<file path="config.mk">
export PLATFORM = sky130hd
export DESIGN_NAME = eeprom_2w_slave
export DESIGN_NICKNAME = d
export VERILOG_FILES = /design/src/rtl/ee2w_pkg.sv /design/src/rtl/ee2w_sync.sv /design/src/rtl/ee2w_page_buf.sv /design/src/rtl/ee2w_array.sv /design/src/rtl/eeprom_2w_slave.sv
export SDC_FILE = /design/constraint.sdc
export NUM_CORES = 2
export LEC_CHECK = 0
export CAP_MARGIN = 20
export CORE_MARGIN = 2
export CORE_UTILIZATION = 60
export DETAILED_ROUTE_END_ITERATION = 8
export PLACE_DENSITY = 0.86
export SYNTH_ARGS = -nofsm -noshare
export SYNTH_HDL_FRONTEND = slang
export SYNTH_SLANG_ARGS = --single-unit
</file>
<file path="constraint.sdc">
create_clock -name clk -period 5.9 [get_ports clk]
set_input_delay 1.18 -clock clk [delete_from_list [all_inputs] [get_ports clk]]
set_output_delay 1.18 -clock clk [all_outputs]
set_load 0.05 [all_outputs]
</file>
<file path="src/rtl/ee2w_pkg.sv">
package ee2w_pkg;
    typedef enum logic [2:0] {
        S_IDLE, S_RX, S_ACK, S_TX, S_TXACK, S_IGNORE
    } bus_st_e;

    typedef enum logic [1:0] {
        B_ADDR, B_WORD, B_DATA
    } byte_role_e;
endpackage

</file>
<file path="src/rtl/ee2w_sync.sv">
module ee2w_sync #(
    parameter int STAGES = 2
) (
    input  logic clk,
    input  logic rst_n,
    input  logic raw,
    output logic lvl,
    output logic rise,
    output logic fall
);
    logic [STAGES:0] sh;

    always_ff @(posedge clk or negedge rst_n) begin
        if (!rst_n) sh <= '1;
        else        sh <= {sh[STAGES-1:0], raw};
    end

    assign lvl  = sh[STAGES-1];
    assign rise = sh[STAGES-1] & ~sh[STAGES];
    assign fall = ~sh[STAGES-1] & sh[STAGES];
endmodule

</file>
<file path="src/rtl/ee2w_page_buf.sv">
module ee2w_page_buf #(
    parameter int DEPTH = 16,
    parameter int AW    = 8,
    localparam int IW   = $clog2(DEPTH)
) (
    input  logic          clk,
    input  logic          rst_n,
    input  logic          clr,
    input  logic          push,
    input  logic [AW-1:0] push_addr,
    input  logic [7:0]    push_data,
    input  logic [IW-1:0] sel,
    output logic [AW-1:0] out_addr,
    output logic [7:0]    out_data,
    output logic [IW:0]   count
);
    logic [AW-1:0] ent_addr [DEPTH];
    logic [7:0]    ent_data [DEPTH];
    logic [IW-1:0] wr_idx, oldest, rd_idx;

    always_ff @(posedge clk or negedge rst_n) begin
        if (!rst_n) begin
            wr_idx <= '0;
            count  <= '0;
        end else if (clr) begin
            wr_idx <= '0;
            count  <= '0;
        end else if (push) begin
            wr_idx <= wr_idx + 1'b1;
            if (count != (IW+1)'(DEPTH)) count <= count + 1'b1;
        end
    end

    always_ff @(posedge clk) begin
        if (push && !clr) begin
            ent_addr[wr_idx] <= push_addr;
            ent_data[wr_idx] <= push_data;
        end
    end

    assign oldest   = (count == (IW+1)'(DEPTH)) ? wr_idx : '0;
    assign rd_idx   = oldest + sel;
    assign out_addr = ent_addr[rd_idx];
    assign out_data = ent_data[rd_idx];
endmodule

</file>
<file path="src/rtl/ee2w_array.sv">
module ee2w_array #(
    parameter int DEPTH = 256,
    localparam int AW   = $clog2(DEPTH)
) (
    input  logic          clk,
    input  logic          rst_n,
    input  logic          we,
    input  logic [AW-1:0] waddr,
    input  logic [7:0]    wdata,
    input  logic [AW-1:0] raddr,
    output logic [7:0]    rdata
);
    logic [7:0] cells [DEPTH];

    always_ff @(posedge clk or negedge rst_n) begin
        if (!rst_n) begin
            for (int i = 0; i < DEPTH; i++) cells[i] <= 8'h00;
        end else if (we) begin
            cells[waddr] <= wdata;
        end
    end

    assign rdata = cells[raddr];
endmodule

</file>
<file path="src/rtl/eeprom_2w_slave.sv">
module eeprom_2w_slave
    import ee2w_pkg::*;
#(
    parameter logic [6:0] DEV_ADDR    = 7'h50,
    parameter int         MEM_DEPTH   = 256,
    parameter int         PAGE_BYTES  = 16,
    parameter int         PROG_CYCLES = 1000,
    parameter int         SYNC_STAGES = 2
) (
    input  logic clk,
    input  logic rst_n,
    input  logic scl_i,
    input  logic sda_i,
    output logic sda_pull_low
);
    localparam int AW  = $clog2(MEM_DEPTH);
    localparam int IW  = $clog2(PAGE_BYTES);
    localparam int PCW = $clog2(PROG_CYCLES + 1);

    logic scl_lvl, scl_rise, scl_fall;
    logic sda_lvl, sda_rise, sda_fall;
    logic bus_start, bus_stop;

    bus_st_e    st;
    byte_role_e role;
    logic [3:0]     bit_cnt;
    logic [7:0]     rx_sh, tx_sh, mem_rdata, buf_data;
    logic           rw, m_ack;
    logic [AW-1:0]  ptr, buf_addr;
    logic [IW:0]    buf_cnt;
    logic           prog_busy, prog_done, commit_go;
    logic [PCW-1:0] prog_cnt;
    logic           buf_push, buf_clr, mem_we, addr_hit;

    ee2w_sync #(.STAGES(SYNC_STAGES)) u_scl (
        .clk(clk), .rst_n(rst_n), .raw(scl_i),
        .lvl(scl_lvl), .rise(scl_rise), .fall(scl_fall));
    ee2w_sync #(.STAGES(SYNC_STAGES)) u_sda (
        .clk(clk), .rst_n(rst_n), .raw(sda_i),
        .lvl(sda_lvl), .rise(sda_rise), .fall(sda_fall));

    assign bus_start = sda_fall & scl_lvl & ~scl_rise;
    assign bus_stop  = sda_rise & scl_lvl & ~scl_rise;

    assign addr_hit  = (rx_sh[7:1] == DEV_ADDR) && !prog_busy;
    assign buf_push  = (st == S_RX) && scl_fall && (bit_cnt == 4'd8) && (role == B_DATA);
    assign prog_done = prog_busy && (prog_cnt == PCW'(PROG_CYCLES - 1));
    assign buf_clr   = (bus_start && !prog_busy) || prog_done;
    assign commit_go = bus_stop && (role == B_DATA) && (buf_cnt != '0) && !prog_busy;
    assign mem_we    = prog_busy && (32'(prog_cnt) < 32'(buf_cnt));

    ee2w_page_buf #(.DEPTH(PAGE_BYTES), .AW(AW)) u_page (
        .clk(clk), .rst_n(rst_n), .clr(buf_clr), .push(buf_push),
        .push_addr(ptr), .push_data(rx_sh), .sel(prog_cnt[IW-1:0]),
        .out_addr(buf_addr), .out_data(buf_data), .count(buf_cnt));

    ee2w_array #(.DEPTH(MEM_DEPTH)) u_array (
        .clk(clk), .rst_n(rst_n), .we(mem_we), .waddr(buf_addr),
        .wdata(buf_data), .raddr(ptr), .rdata(mem_rdata));

    // programming cycle timer: commits one buffered byte per clock
    always_ff @(posedge clk or negedge rst_n) begin
        if (!rst_n) begin
            prog_busy <= 1'b0;
            prog_cnt  <= '0;
        end else if (commit_go) begin
            prog_busy <= 1'b1;
            prog_cnt  <= '0;
        end else if (prog_busy) begin
            if (prog_done) prog_busy <= 1'b0;
            else           prog_cnt  <= prog_cnt + 1'b1;
        end
    end

    // bus state register and byte datapath
    always_ff @(posedge clk or negedge rst_n) begin
        if (!rst_n) begin
            st      <= S_IDLE;
            role    <= B_ADDR;
            bit_cnt <= '0;
            rx_sh   <= '0;
            tx_sh   <= '1;
            rw      <= 1'b0;
            m_ack   <= 1'b0;
            ptr     <= '0;
        end else if (bus_start) begin
            st      <= S_RX;
            role    <= B_ADDR;
            bit_cnt <= '0;
        end else if (bus_stop) begin
            st      <= S_IDLE;
            role    <= B_ADDR;
        end else begin
            unique case (st)
                S_RX: begin
                    if (scl_rise && bit_cnt != 4'd8) begin
                        rx_sh   <= {rx_sh[6:0], sda_lvl};
                        bit_cnt <= bit_cnt + 1'b1;
                    end else if (scl_fall && bit_cnt == 4'd8) begin
                        unique case (role)
                            B_ADDR: begin
                                if (addr_hit) begin
                                    rw <= rx_sh[0];
                                    st <= S_ACK;
                                end else begin
                                    st <= S_IGNORE;
                                end
                            end
                            B_WORD: begin
                                ptr <= AW'(rx_sh);
                                st  <= S_ACK;
                            end
                            default: begin
                                ptr <= ptr + 1'b1;
                                st  <= S_ACK;
                            end
                        endcase
                    end
                end
                S_ACK: begin
                    if (scl_fall) begin
                        bit_cnt <= '0;
                        if (role == B_ADDR && rw) begin
                            tx_sh <= mem_rdata;
                            ptr   <= ptr + 1'b1;
                            st    <= S_TX;
                        end else begin
                            role <= (role == B_ADDR) ? B_WORD : B_DATA;
                            st   <= S_RX;
                        end
                    end
                end
                S_TX: begin
                    if (scl_fall) begin
                        if (bit_cnt == 4'd7) begin
                            m_ack <= 1'b0;
                            st    <= S_TXACK;
                        end else begin
                            bit_cnt <= bit_cnt + 1'b1;
                            tx_sh   <= {tx_sh[6:0], 1'b1};
                        end
                    end
                end
                S_TXACK: begin
                    if (scl_rise) begin
                        m_ack <= ~sda_lvl;
                    end else if (scl_fall) begin
                        if (m_ack) begin
                            tx_sh   <= mem_rdata;
                            ptr     <= ptr + 1'b1;
                            bit_cnt <= '0;
                            st      <= S_TX;
                        end else begin
                            st <= S_IGNORE;
                        end
                    end
                end
                S_IDLE, S_IGNORE: ;
            endcase
        end
    end

    // open-drain output enable
    always_comb begin
        sda_pull_low = 1'b0;
        unique case (st)
            S_ACK:   sda_pull_low = 1'b1;
            S_TX:    sda_pull_low = ~tx_sh[7];
            default: sda_pull_low = 1'b0;
        endcase
    end
endmodule

</file>
==> metrics.txt <==
Antenna Violating Nets Remaining=0; Post-Synthesis Net Count=6,951; Buffers on Ports=4; area of all sequential standard cells=0.0605 mm2; Crit path arrival time=6.36 ns; post-layout min period=5.59 ns; Main synth FF type=dfrtp_1; core occupancy in the finished layout=66.6%; setup repair after global routing missed its margin=no; clock transition at the registers of the reported paths=0.07 ns; number of design rule violations left after detail routing=0; most frequent cells in the layout=dfrtp_1 (2,088), mux2_2 (1,997), mux4_2 (504); total congestion overflow after global routing=0; Starting Density=60.2%; final clock period utilization by the worst path=94.7%; placed wire-length estimate after detailed placement=188 mm; share of cells above drive strength 1=48.6%; count of flip-flops with a built-in enable after synthesis=256; via count of the routed design=66,000; fraction of registers with async set or reset after synthesis=89.2%; slowest library cell on the worst path=xor2_4; Switch Pwr=7.98 mW; Reg2Reg Launch Point=u_page.count[0]$_DFFE_PN0P_; average cell area after synthesis=15.7 um2; pin count of the biggest net entering global routing=188; Total GRT Usage=33.0%; Die Ht=429 um; top fanout value on the critical path=18; Design Area, Final=0.120 mm2; Final Wtd Congestion=0.923; footprint of the multi-input gates=0.0461 mm2; status=complete, no violations; Setup crit start=u_page.count[0]$_DFFE_PN0P_; number of violations reported at the end of detailed-routing iteration 0=7,724; Net Sw Frac=23.7%; Post CTS Setup Buffer Count=0; total placed instance area=0.112 mm2; antenna violations before repair=3; cell-internal power=25.7 mW; worst max-slew margin expressed relative to the limit=16.4%; Area Overhead vs Synth=10.6%; first-pass iteration count of the detailed router=7; site row count=156; number of buffers and inverters on the critical path=2; final wirelength=302 mm; total power per unit cell area=281 mW/mm2; endpoint class of the critical path=register; horizontal die dimension=429 um; cells resized by post-CTS repair=0; cells after synthesis=6,929; Hold Slack=0.301 ns; Final Max Tran Viols=0; final-report setup violation count=0; vias in the first global route=68,300; cell family with the largest share of critical-path delay=multiplexers; die area=0.184 mm2; TritonCTS clock tree=done; CP cell instances=inv_1 > ha_1 > and4bb_1 > and2_1 > ha_4 > fa_2 > xor2_4 > mux2i_1 > nand2b_1 > mux2i_2 > o2111ai_4 > buf_4 > nor2_4 > mux2_2; cell area after technology mapping=0.108 mm2; Clock Tree Root=clkbuf_16; wire length of the first global-routing pass=454 mm; TritonCTS buffer count=229; Worst path max stage delay=0.66 ns; leading cell type in the layout, fill and taps excluded=dfrtp_1; Clock Skew=0.0582 ns; largest voltage drop on the vdd net=0.000355 V; hold crit path type=in -> async; I/O pin count=5; number of antenna repair diodes=0; number of inserted filler cells in the final layout=11,400; actual transition at the worst max-transition pin=1.25 ns; static leakage=54.0 nW; number of warnings reported in the yosys synthesis log=0; count of distinct cell types in the synthesized netlist=88; number of levels in the clock H-tree=4; share of total power in the clock network=44.2%; count of hold buffers inserted by post-cts repair=0; setup TNS after final layout=0 ns; Via-to-Cell Ratio=6.96; highest clock frequency the design can meet=0.179 GHz; share of the yosys chip area belonging to registers=55.8%; critical path type=reg -> reg; WL/cell=31.9 um; max-cap violations=0; Sink Count=2,365; final number of hold-violating endpoints=0; sequential share of power=50.1%; Gate power share=5.7%; startpoint type of the worst setup path=register; required arrival time at the worst endpoint=6.67 ns; deepest clock path buffer count=3; Skew-Pair Late Insertion Delay=0.92 ns; Net count, final=6,938; Core Region=0.180 mm2; total of flip-flops plus latches after synthesis=2,365; Power Total=33.7 mW
[worst paths after layout]
| check | slack (ns) | end | cells past startpoint |
|---|---|---|---|
| worst max-delay path | 0.31 | u_array.cells[425]$_DFFE_PN0P_ | 14 |
| worst min-delay path | 0.30 | rx_sh[2]$_DFFE_PN0P_ | 1 |
| worst max register to register | 0.31 | u_array.cells[425]$_DFFE_PN0P_ | 14 |
| worst min register to register | 0.36 | u_sda.sh[1]$_DFF_PN1_ | 0 |
| max in group asynchronous | 3.94 | ptr[2]$_DFFE_PN0P_ | 3 |
| min in group clk | 0.36 | u_sda.sh[1]$_DFF_PN1_ | 0 |
[power by group through the flow]
stage / sequential [mW] / combinational (mW) / clock, mW
floorplan: 17.0 / 1.23 / 0
global placement: 17.2 / 1.89 / 0
detailed placement: 17.2 / 1.92 / 0
CTS: 16.9 / 1.92 / 14.9
global route: 16.9 / 2.10 / 15.6
finish: 16.9 / 1.94 / 14.9
[cell type report]
class,count,area share [%]
multi-input cells,4038,38.5
inverters,24,0.0751
well taps,2370,2.47
clock inverters,82,0.793
repair buffers,258,2.16
flip-flops and latches,2365,50.4
clock buffers,338,5.60
[synthesized netlist by cell type (all sizes together) (34+ instances only)]
master,number,area [um2]
dfrtp,2095,52400
mux2,2081,23400
mux4,511,11500
clkbuf,338,1270
nor2,324,2760
edfxtp,256,7690
mux2i,194,1970
nand2,181,687
buf,164,912
a22oi,94,706
a21oi,84,420
nand3,66,330
o21ai,55,275
a211oi,43,323
a31oi,34,213
[metal layers]
layer	GRT usage [%]	share of wire [%]
met4	18.3	6.6
met5	0	0.0070
met2	49.8	46
met3	8.23	10
met1	44.2	38
[registers in the layout, summed over array words and instances (netlist names), 3 cells and up]
name             flops
tx_sh                8
bit_cnt              4
u_page.ent_addr    128
u_page.wr_idx        4
u_array.cells     2048
u_scl.sh             3
rx_sh                8
ptr                  8
u_sda.sh             3
prog_cnt            10
u_page.ent_data    128
u_page.count         5
st                   3
[kinds of logic (layout without fill, tap and decap cells)]
kind of cell    after synthesis  in the layout  synth area share (%)
fa+ha+maj                    18             18                 0.215
simple gates                739            739                  4.49
mux                        2786           2786                  34.1
buf+inv                     526            702                  2.09
compound gates              479            479                  3.24
xor+xnor                     16             16                 0.143
flops                      2365           2365                  55.8
[through the flow]
step	cells	worst slack, ns
after floorplan	6929	1.46
after global placement	9050	0.590
after detailed placement	9050	0.406
after CTS	9470	0.396
after global routing	9475	0.123
final	9475	0.313
Note: power is estimated with default switching activity, not from simulation.
